==> src/rtl/dc_trim_pkg.sv <==
package dc_trim_pkg;
  // Default sample width, leak shift and reset synchroniser depth.
  localparam int unsigned DEF_DW   = 24;
  localparam int unsigned DEF_K    = 10;
  localparam int unsigned DEF_SYNC = 2;
endpackage

==> src/rtl/dc_trim_rst_sync.sv <==
module dc_trim_rst_sync #(
  parameter int unsigned STAGES = dc_trim_pkg::DEF_SYNC
) (
  input  logic clk,
  input  logic rst_n,
  output logic rst_n_sync
);
  logic [STAGES-1:0] chain_q;
  logic [STAGES-1:0] chain_d;

  generate
    if (STAGES == 1) begin : g_one
      always_comb chain_d = 1'b1;
    end else begin : g_many
      always_comb chain_d = {chain_q[STAGES-2:0], 1'b1};
    end
  endgenerate

  always_ff @(posedge clk or negedge rst_n) begin
    if (!rst_n) chain_q <= '0;
    else        chain_q <= chain_d;
  end

  assign rst_n_sync = chain_q[STAGES-1];
endmodule

==> src/rtl/dc_trim_est.sv <==
module dc_trim_est #(
  parameter int unsigned DW = dc_trim_pkg::DEF_DW,
  parameter int unsigned K  = dc_trim_pkg::DEF_K
) (
  input  logic                 clk,
  input  logic                 rst_n,
  input  logic                 smp_valid,
  input  logic signed [DW-1:0] smp,
  input  logic                 hold,
  output logic signed [DW-1:0] est
);
  localparam int unsigned AW = DW + K;     // accumulator width
  localparam int unsigned XW = AW + 1;     // guard bit for the difference

  logic signed [AW-1:0] acc_q;
  logic signed [AW-1:0] acc_d;
  logic                 acc_en;
  logic signed [XW-1:0] x_ext;
  logic signed [XW-1:0] a_ext;
  logic signed [XW-1:0] err;
  logic signed [XW-1:0] step;
  logic signed [XW-1:0] sum;

  // Clock enable: only accepted samples while tracking.
  assign acc_en = smp_valid & ~hold;

  always_comb begin
    x_ext = {smp[DW-1], smp, {K{1'b0}}};
    a_ext = {acc_q[AW-1], acc_q};
    err   = x_ext - a_ext;
    step  = err >>> K;
    sum   = a_ext + step;
    acc_d = sum[AW-1:0];
  end

  always_ff @(posedge clk or negedge rst_n) begin
    if (!rst_n)      acc_q <= '0;
    else if (acc_en) acc_q <= acc_d;
  end

  assign est = acc_q[AW-1:K];
endmodule

==> src/rtl/dc_trim_sub.sv <==
module dc_trim_sub #(
  parameter int unsigned DW = dc_trim_pkg::DEF_DW
) (
  input  logic                 clk,
  input  logic                 rst_n,
  input  logic                 smp_valid,
  input  logic signed [DW-1:0] smp,
  input  logic signed [DW-1:0] est,
  output logic                 res_valid,
  output logic signed [DW-1:0] res
);
  localparam logic signed [DW-1:0] MAXV = {1'b0, {(DW-1){1'b1}}};
  localparam logic signed [DW-1:0] MINV = {1'b1, {(DW-1){1'b0}}};

  logic signed [DW:0]   wide;
  logic signed [DW-1:0] res_d;
  logic                 vld_q;
  logic signed [DW-1:0] res_q;

  always_comb begin
    wide = {smp[DW-1], smp} - {est[DW-1], est};
    if (wide[DW] != wide[DW-1]) res_d = wide[DW] ? MINV : MAXV;
    else                        res_d = wide[DW-1:0];
  end

  always_ff @(posedge clk or negedge rst_n) begin
    if (!rst_n) vld_q <= 1'b0;
    else        vld_q <= smp_valid;
  end

  always_ff @(posedge clk or negedge rst_n) begin
    if (!rst_n)         res_q <= '0;
    else if (smp_valid) res_q <= res_d;
  end

  assign res_valid = vld_q;
  assign res       = res_q;
endmodule

==> src/rtl/dc_trim.sv <==
module dc_trim #(
  parameter int unsigned DW    = dc_trim_pkg::DEF_DW,
  parameter int unsigned K     = dc_trim_pkg::DEF_K,
  parameter int unsigned SYNCN = dc_trim_pkg::DEF_SYNC
) (
  input  logic                 clk,
  input  logic                 rst_n,
  input  logic                 in_valid,
  input  logic signed [DW-1:0] in_data,
  input  logic                 freeze,
  output logic                 out_valid,
  output logic signed [DW-1:0] out_data,
  output logic signed [DW-1:0] dc_est
);
  logic                 rst_n_q;
  logic signed [DW-1:0] est_w;

  dc_trim_rst_sync #(.STAGES(SYNCN)) u_rst (
    .clk(clk), .rst_n(rst_n), .rst_n_sync(rst_n_q)
  );

  dc_trim_est #(.DW(DW), .K(K)) u_est (
    .clk(clk), .rst_n(rst_n_q), .smp_valid(in_valid), .smp(in_data),
    .hold(freeze), .est(est_w)
  );

  dc_trim_sub #(.DW(DW)) u_sub (
    .clk(clk), .rst_n(rst_n_q), .smp_valid(in_valid), .smp(in_data),
    .est(est_w), .res_valid(out_valid), .res(out_data)
  );

  assign dc_est = est_w;
endmodule

==> config.mk <==
export PLATFORM = sky130hd
export DESIGN_NAME = dc_trim
export DESIGN_NICKNAME = d
export VERILOG_FILES = /design/src/rtl/dc_trim_pkg.sv /design/src/rtl/dc_trim_rst_sync.sv /design/src/rtl/dc_trim_est.sv /design/src/rtl/dc_trim_sub.sv /design/src/rtl/dc_trim.sv
export SDC_FILE = /design/constraint.sdc
export NUM_CORES = 1
export LEC_CHECK = 0
export ABC_CLOCK_PERIOD_IN_PS = 5000
export CAP_MARGIN = 10
export CORE_ASPECT_RATIO = 0.9
export CORE_MARGIN = 2
export CORE_UTILIZATION = 35
export CTS_CLUSTER_SIZE = 10
export DETAILED_ROUTE_END_ITERATION = 7
export DONT_BUFFER_PORTS = 1
export PLACE_DENSITY_LB_ADDON = 0.05
export SLEW_MARGIN = 20
export SYNTH_ARGS = -nofsm -noshare
export SYNTH_HDL_FRONTEND = slang
export SYNTH_HIERARCHICAL = 1
export SYNTH_SLANG_ARGS = --single-unit
==> constraint.sdc <==
create_clock -name clk -period 5 [get_ports clk]
set_input_delay 0.75 -clock clk [delete_from_list [all_inputs] [get_ports clk]]
set_output_delay 0.75 -clock clk [all_outputs]
set_load 0.1 [all_outputs]
### After elaboration in Yosys (flattened, before gate mapping)

Index checks and enable logic that the tools add are counted.

* bits in registers: 61
* input bits: 28
* output and inout port bits: 49

* add/subtract/negate cells: 3
* eq/ne operators: 1
* multiplexer cells: 2
* bitwise operators: 2

Operator list (count)
* two-way mux 24 bit: 2
* subtractor 34 x 34 -> 35 bit: 1
* adder 34 x 25 -> 34 bit: 1
* subtractor 24 x 24 -> 25 bit: 1
* AND 1 bit: 1
* inequality test 1 bit: 1
* inverter 1 bit: 1

### Depth between registers and ports, before layout

Gate-level depths: netlist (run 1).

* word-level depth: 3
* gate-level depth with buffers: 21

### Cells and area by module

Netlist (run 1), hierarchy kept.

Modules (own cells, without submodules)
* dc_trim_est: instances 1, cells each 519, area an instance 4224.1 µm², sequential area each 850.8 µm²
* dc_trim_sub: instances 1, cells each 279, area an instance 2382.3 µm², sequential area each 625.6 µm²
* dc_trim_rst_sync: instances 1, cells each 3, area an instance 53.8 µm², sequential area each 50.0 µm²

### Least setup slack after synthesis (run 1)

No wires, ideal clock.

* path kind: input-to-reg
* start point: input in_data[1]
* end point: register u_est.acc_q[32]
* setup time: 0.121 ns
* arrival time: 4.324 ns
* path slack: 0.555 ns
* stages on the path: 19
* path through: ha_1 > a21o_1 > a21oi_2 > nand4_1 > and4bb_1 > o21ai_2 > a21oi_2 > o21ai_1 > ha_1 > buf_6 > a21o_1 > a21o_1 > a21oi_1 > o21bai_1 > a2111oi_0 > o31ai_1 > o311ai_1 > xor2_1 > o21ai_1

* longest elaborated chain between the ends: 2

Ends and longest elaborated chain
* from (decl): RTL line dc_trim.sv:9 `input logic signed [DW-1:0] in_data,`
* subtractor 34 x 34 -> 35 bit: RTL line dc_trim_est.sv:30 `err = x_ext - a_ext;`
* adder 34 x 25 -> 34 bit: RTL line dc_trim_est.sv:32 `sum = a_ext + step;`
* to (signal assigned): RTL line dc_trim_est.sv:37 `if (!rst_n) acc_q <= '0;`
* to (signal assigned): RTL line dc_trim_est.sv:38 `else if (acc_en) acc_q <= acc_d;`
* to (decl): RTL line dc_trim_est.sv:15 `logic signed [AW-1:0] acc_q;`

No other way between the ends.
A chain may end at the register's enable or synchronous reset.

### Final worst setup path (run 1)

* start point: input in_data[1]
* end point: register u_est.acc_q[33]

The elaborated chain is that of the path after synthesis.

==> flow_summary.toml, run 1 <==
[place]
io_buffers = 0
dp_hpwl_mm = 15.9
place.gp.congestion = 0.857

[cts]
cts_tree = "done"
cts_buffers = 9
cts-resized-gates = 0
clock_sinks = 61
ctsHtreeMaxLevel = 3
clkLatencyLatePin_ns = 0.34
holdBufCountCts = 0
path_clk_slew_ns = 0.06
cts_setup_buffers = 0
cts_buffer_depth = 2
clock-root-buffer = "clkbuf_16"

[setup_path]
arrival_ns = 4.63
slowest_delay_ns = 0.33
crit_type = "in2reg"
worst_ep_required_time_ns = 5.26
rr_startpoint = "u_est/acc_q[11]"
crit_chain = "ha_1 -> a21o_1 -> a21oi_2 -> nand4_1 -> and4bb_1 -> o21ai_2 -> a21oi_2 -> a211o_1 -> a21oi_1 -> xnor2_1 -> ha_1 -> a21o_1 -> a211oi_1 -> o21ai_0 -> o2111a_1 -> a211oi_2 -> a21oi_1 -> nor2b_1 -> mux2i_1 -> xnor2_1"
worst_setup_path_start_kind = "primary input"
path_max_fanout = 4
reg2regPathDepth = 21
endpoint = "u_est/acc_q[33]"
crit_buf_inv = 0
end_kind = "flop"
rr_endpoint = "u_est/acc_q[33]"
crit_slowest_cell = "ha_1"
worstSetupStartpoint = "in_data[1]"
worst-r2r-setup-slack_ns = 0.65
cp.depth = 20
cp_top_family = "compound AO/OA/AOI/OAI gates"

[route]
vias_per_cell = 5.29
vias = 5547
first_pass_iters = 4
drt.antenna.violating_nets = 0
drt-total-wl_mm = 19.4
drc_errors = 0
wl_per_cell_um = 18.5
first_iter_violations = 335

[global_route]
grt_start_max_net_pins = 67
grt_pass1_wl_mm = 30.8
grt.total_usage_pct = 19.8
antenna_found_initial = 0
overflow = 0
grt_pass1_vias = 5491

[timing]
setup_violations = 0
fin_setup_tns_ns = 0
skew_ns = 0.0119
finalCriticalPeriod_ns = 4.37
min_period_over_period_pct = 87.4
rsz0062_at_grt = "no"
worst_slew_pin_slew_ns = 0.916
slew_headroom_pct = 38.9
finalHoldViolCount = 0
drv_slew = 0
fmax_mhz = 229

[die]
die_y_um = 135
rows = 47
start_util_pct = 36.0
ioPinCount = 77
core_area_sq_um = 18500
die_w_um = 149
dieArea_sq_um = 20100

[logic_synthesis]
ys_ff_latch = 61
synth.cell_area_sq_um = 6660
syn_nets = 912
synth.distinct_cells = 73
yosysMostFrequentCell = "ha_1"
yosys_warnings = 6
synth-edff-count = 0
synth_ff_type = "dfrtp_1"
synth_top_area_share_pct = 22.9
syn_area_per_cell_sq_um = 8.31
synth_area_leader_cell = "dfrtp_1"
synthTopCellsByCount = "ha_1 (81), inv_1 (67), a21oi_1 (62), dfrtp_1 (61), nand2_1 (58)"
syn-instance-count = 801
synthArstFlopShare_pct = 100
synth_seq_area_share_pct = 22.9
yosys-top-cells-area = "dfrtp_1 (23%), ha_1 (15%), a21oi_1 (4.7%), xnor2_1 (4.5%), xor2_1 (4.3%)"

[layout]
area_growth_pct = 8.00
n_antenna_cell = 0
fin_nets = 909
drive_above_1_share_pct = 9.96

[min_path]
hold_path.class = "in2async"

[status]
status = "finished, final reports clean"

[run]
max_cap_viol_count = 0
[how the worst min path moves through the flow]
stage / depth (start not counted) / end / startpoint / slack [ns]
2_1_floorplan: 0 / u_rst/chain_q[1] / u_rst/chain_q[0] / 0.33
3_3_place_gp: 0 / u_rst/chain_q[1] / u_rst/chain_q[0] / 0.34
3_5_place_dp: 0 / u_rst/chain_q[1] / u_rst/chain_q[0] / 0.35
4_1_cts: 0 / u_rst/chain_q[1] / rst_n / 0.08
5_1_grt: 0 / u_rst/chain_q[1] / rst_n / 0.08
6_report: 0 / u_rst/chain_q[1] / rst_n / 0.10
[per-layer routing]
layer  share of wire, %  global-route usage (%)  wire [um]  vias to the layer above
li1                   -                       -          -                     2845
met1                 51                    28.3       9930                     2600
met2                 44                    31.1       8600                       84
met3                3.2                    3.34        624                       18
met4                1.3                    4.60        255                        0
met5                  0                       0          0                        -
[cell type report]
type	count	area (sq um)
tap	245	307
clock inverter	4	47.5
fill	1869	11300
multi-input combinational	630	4600
clock buffer	12	246
timing repair buffer	29	218
sequential	61	1530
inverter	67	251
[flip-flops by register name, indices dropped and copies added, names as in the netlist]
| name | cells |
|---|---|
| u_sub/res | 24 |
| u_est/acc_q | 34 |
| u_sub/res_valid | 1 |
| u_rst/chain_q | 2 |
[kinds of logic (layout without fill, tap and decap cells)]
kind of cell	count (synthesis)	count (layout)	share of synthesized area [%]
compound gates	267	267	27.9
simple gates	208	208	15.7
buf+inv	110	112	8.12
fa+ha+maj	83	83	15.8
xor+xnor	67	67	8.81
flops	61	61	22.9
mux	4	4	0.657
other cells	1	1	0.0563
[placed cells by master (no fill, tap or decap), types with 11 or more instances in the layout]
cell,instances
a21o_1,29
buf_4,29
xor2_1,33
dfrtp_1,60
inv_1,67
o21a_1,11
nand3_1,11
nand2_1,58
o21ai_1,30
o21ai_0,38
xnor2_1,34
o22a_1,18
nor2b_1,13
nor2_1,56
ha_1,81
nor3_1,16
nand2b_1,14
a21oi_1,62
[stage by stage]
stage	cell area (sq um)	worst slack (ns)	hold WS [ns]	util, %	std cells
final	7190	0.632	0.101	38.8	1048
after global routing	7190	0.269	0.0793	38.8	1048
after CTS	7190	0.657	0.0810	38.8	1048
after detailed placement	6900	0.302	0.349	37.2	1032
after global placement	6900	0.283	0.341	37.2	1032
after floorplan	6660	0.555	0.331	-	801
Power of run 1 is left out: the tool's default activity adds up to more than one toggle a clock period on the data nets, which glitch-free logic cannot reach.
==> inputs of run 2 (changes only) <==
- CAP_MARGIN: 10 -> default
- CORE_UTILIZATION: 35 -> 56
==> run 2 against run 1 <==
- first-iteration DRC count up 30%
- core utilization is 23 points higher
- sequential share of layout area rose by 0.24 points
- final cell count decreased by 8.7%
- non-clock buffer count is 2 lower
- die area decreased by 37%
- setup slack worse by 0.042 ns
- register-to-register slack got worse by 0.03 ns
- count of clock-buffer cells in the layout shrank 2
- critical path type unchanged
- critical path depth did not move
- largest cell class unchanged
- critical endpoint is now u_est/acc_q[25]
- wire length is 11% lower
==> flow_summary.toml, run 2 (same netlist as run 1, synthesis figures left out) <==
[timing]
fin_setup_tns_ns = 0
finalWorstSetupSlack_ns = 0.589
rsz0062_at_grt = "no"
skew_ns = 0.00996
fmax_mhz = 227
drv_slew = 0
finalHoldViolCount = 0
slew_headroom_pct = 38.9
min_period_over_period_pct = 88.2
worst_slew_pin_slew_ns = 0.916
finalCriticalPeriod_ns = 4.41
setup_violations = 0

[setup_path]
slowest_delay_ns = 0.33
worst-r2r-setup-slack_ns = 0.62
cp.depth = 20
crit_type = "in2reg"
cp_top_family = "compound AO/OA/AOI/OAI gates"
worst_ep_required_time_ns = 5.19
rr_startpoint = "u_est/acc_q[11]"
rr_endpoint = "u_est/acc_q[25]"
reg2regPathDepth = 21
worst_setup_path_start_kind = "primary input"
crit_slowest_cell = "ha_1"
arrival_ns = 4.60
path_max_fanout = 5
crit_buf_inv = 0
crit_chain = "ha_1 -> a21o_1 -> a21oi_2 -> nand4_1 -> and4bb_1 -> o21a_1 -> o21ai_1 -> nand2b_1 -> a21oi_1 -> xnor2_1 -> ha_1 -> nand3_1 -> a211oi_2 -> a221oi_2 -> o21ai_2 -> a21oi_2 -> o21bai_1 -> a21oi_1 -> xor2_1 -> o21ai_1"
end_kind = "flop"

[global_route]
grt_pass1_vias = 5399
grt.total_usage_pct = 27.3
grt_start_max_net_pins = 67
grt_use_met3_pct = 5.24
grt_pass1_wl_mm = 27.5
overflow = 0
antenna_found_initial = 0
met2_usage_pct = 43.6
use_met1_pct = 37.6
grt-busiest-layer = "met2"

[place]
place.gp.congestion = 0.965
dp.cells = 941
dp_hpwl_mm = 13.8
io_buffers = 0
pre_cts_slack_ns = 0.331

[die]
dieArea_sq_um = 12800
core_area_sq_um = 11500
die_y_um = 107
die_w_um = 119
ioPinCount = 77
start_util_pct = 57.8
rows = 37

[cts]
cts_buffers = 9
clock_sinks = 61
clkLatencyLatePin_ns = 0.34
ctsHtreeMaxLevel = 3
holdBufCountCts = 0
cts_setup_buffers = 0
path_clk_slew_ns = 0.05
cts_tree = "done"
cts-resized-gates = 0
clock-root-buffer = "clkbuf_16"
cts_buffer_depth = 2

[route]
first_iter_violations = 437
drt.antenna.violating_nets = 0
first_pass_iters = 7
vias = 5651
vias_per_cell = 5.90
wl_per_cell_um = 18.1
drt-total-wl_mm = 17.3
drc_errors = 0

[layout]
largest_reg_flops = 34
seqCellArea_sq_um = 1530
area_growth_pct = 6.80
nFillCells = 993
stdcell_count = 957
mostFrequentLayoutCell = "ha_1"
fin_nets = 907
n_antenna_cell = 0
regMostFlops = "u_est/acc_q"
drive_above_1_share_pct = 9.86
final_cell_mix = "ha_1 (81), inv_1 (67), a21oi_1 (62)"
multi_input_area_sq_um = 4600

[min_path]
hold_path.class = "in2async"

[run]
max_cap_viol_count = 0

[status]
status = "finished, final reports clean"
## run 2: metal layers
layer / routed length [um] / vias to the layer above / share of wire (%)
met1: 8390 / 2637 / 48
met2: 7840 / 155 / 45
met5: 0 / - / 0
li1: - / 2835 / -
met4: 227 / 0 / 1.3
met3: 846 / 24 / 4.9
## run 2: worst max-delay path by stage
stage                    startpoint               to
floorplan                in_data[1]  u_est/acc_q[32]
global placement         in_data[1]  u_est/acc_q[33]
detailed placement       in_data[1]  u_est/acc_q[32]
CTS                      in_data[1]  u_est/acc_q[33]
global route        u_est/acc_q[11]  u_est/acc_q[32]
finish                   in_data[1]  u_est/acc_q[25]
## run 2: stage by stage
step	cell area [sq um]	hold slack, ns	utilization, %
after global placement	6770	0.339	58.8
final	7110	0.103	61.7
after CTS	7110	0.0879	61.7
after detailed placement	6770	0.347	58.8
after floorplan	6660	0.331	-
after global routing	7110	0.0815	61.7
## run 2: area by class of cell
class                      instances  area share [%]
multi-input combinational        630            64.6
clock inverter                     6            1.57
inverter                          67            3.54
timing repair buffer              27            2.85
sequential                        61            21.5
clock buffer                      10            3.22
tap                              156            2.74
Power of run 2 is left out for the same reason.
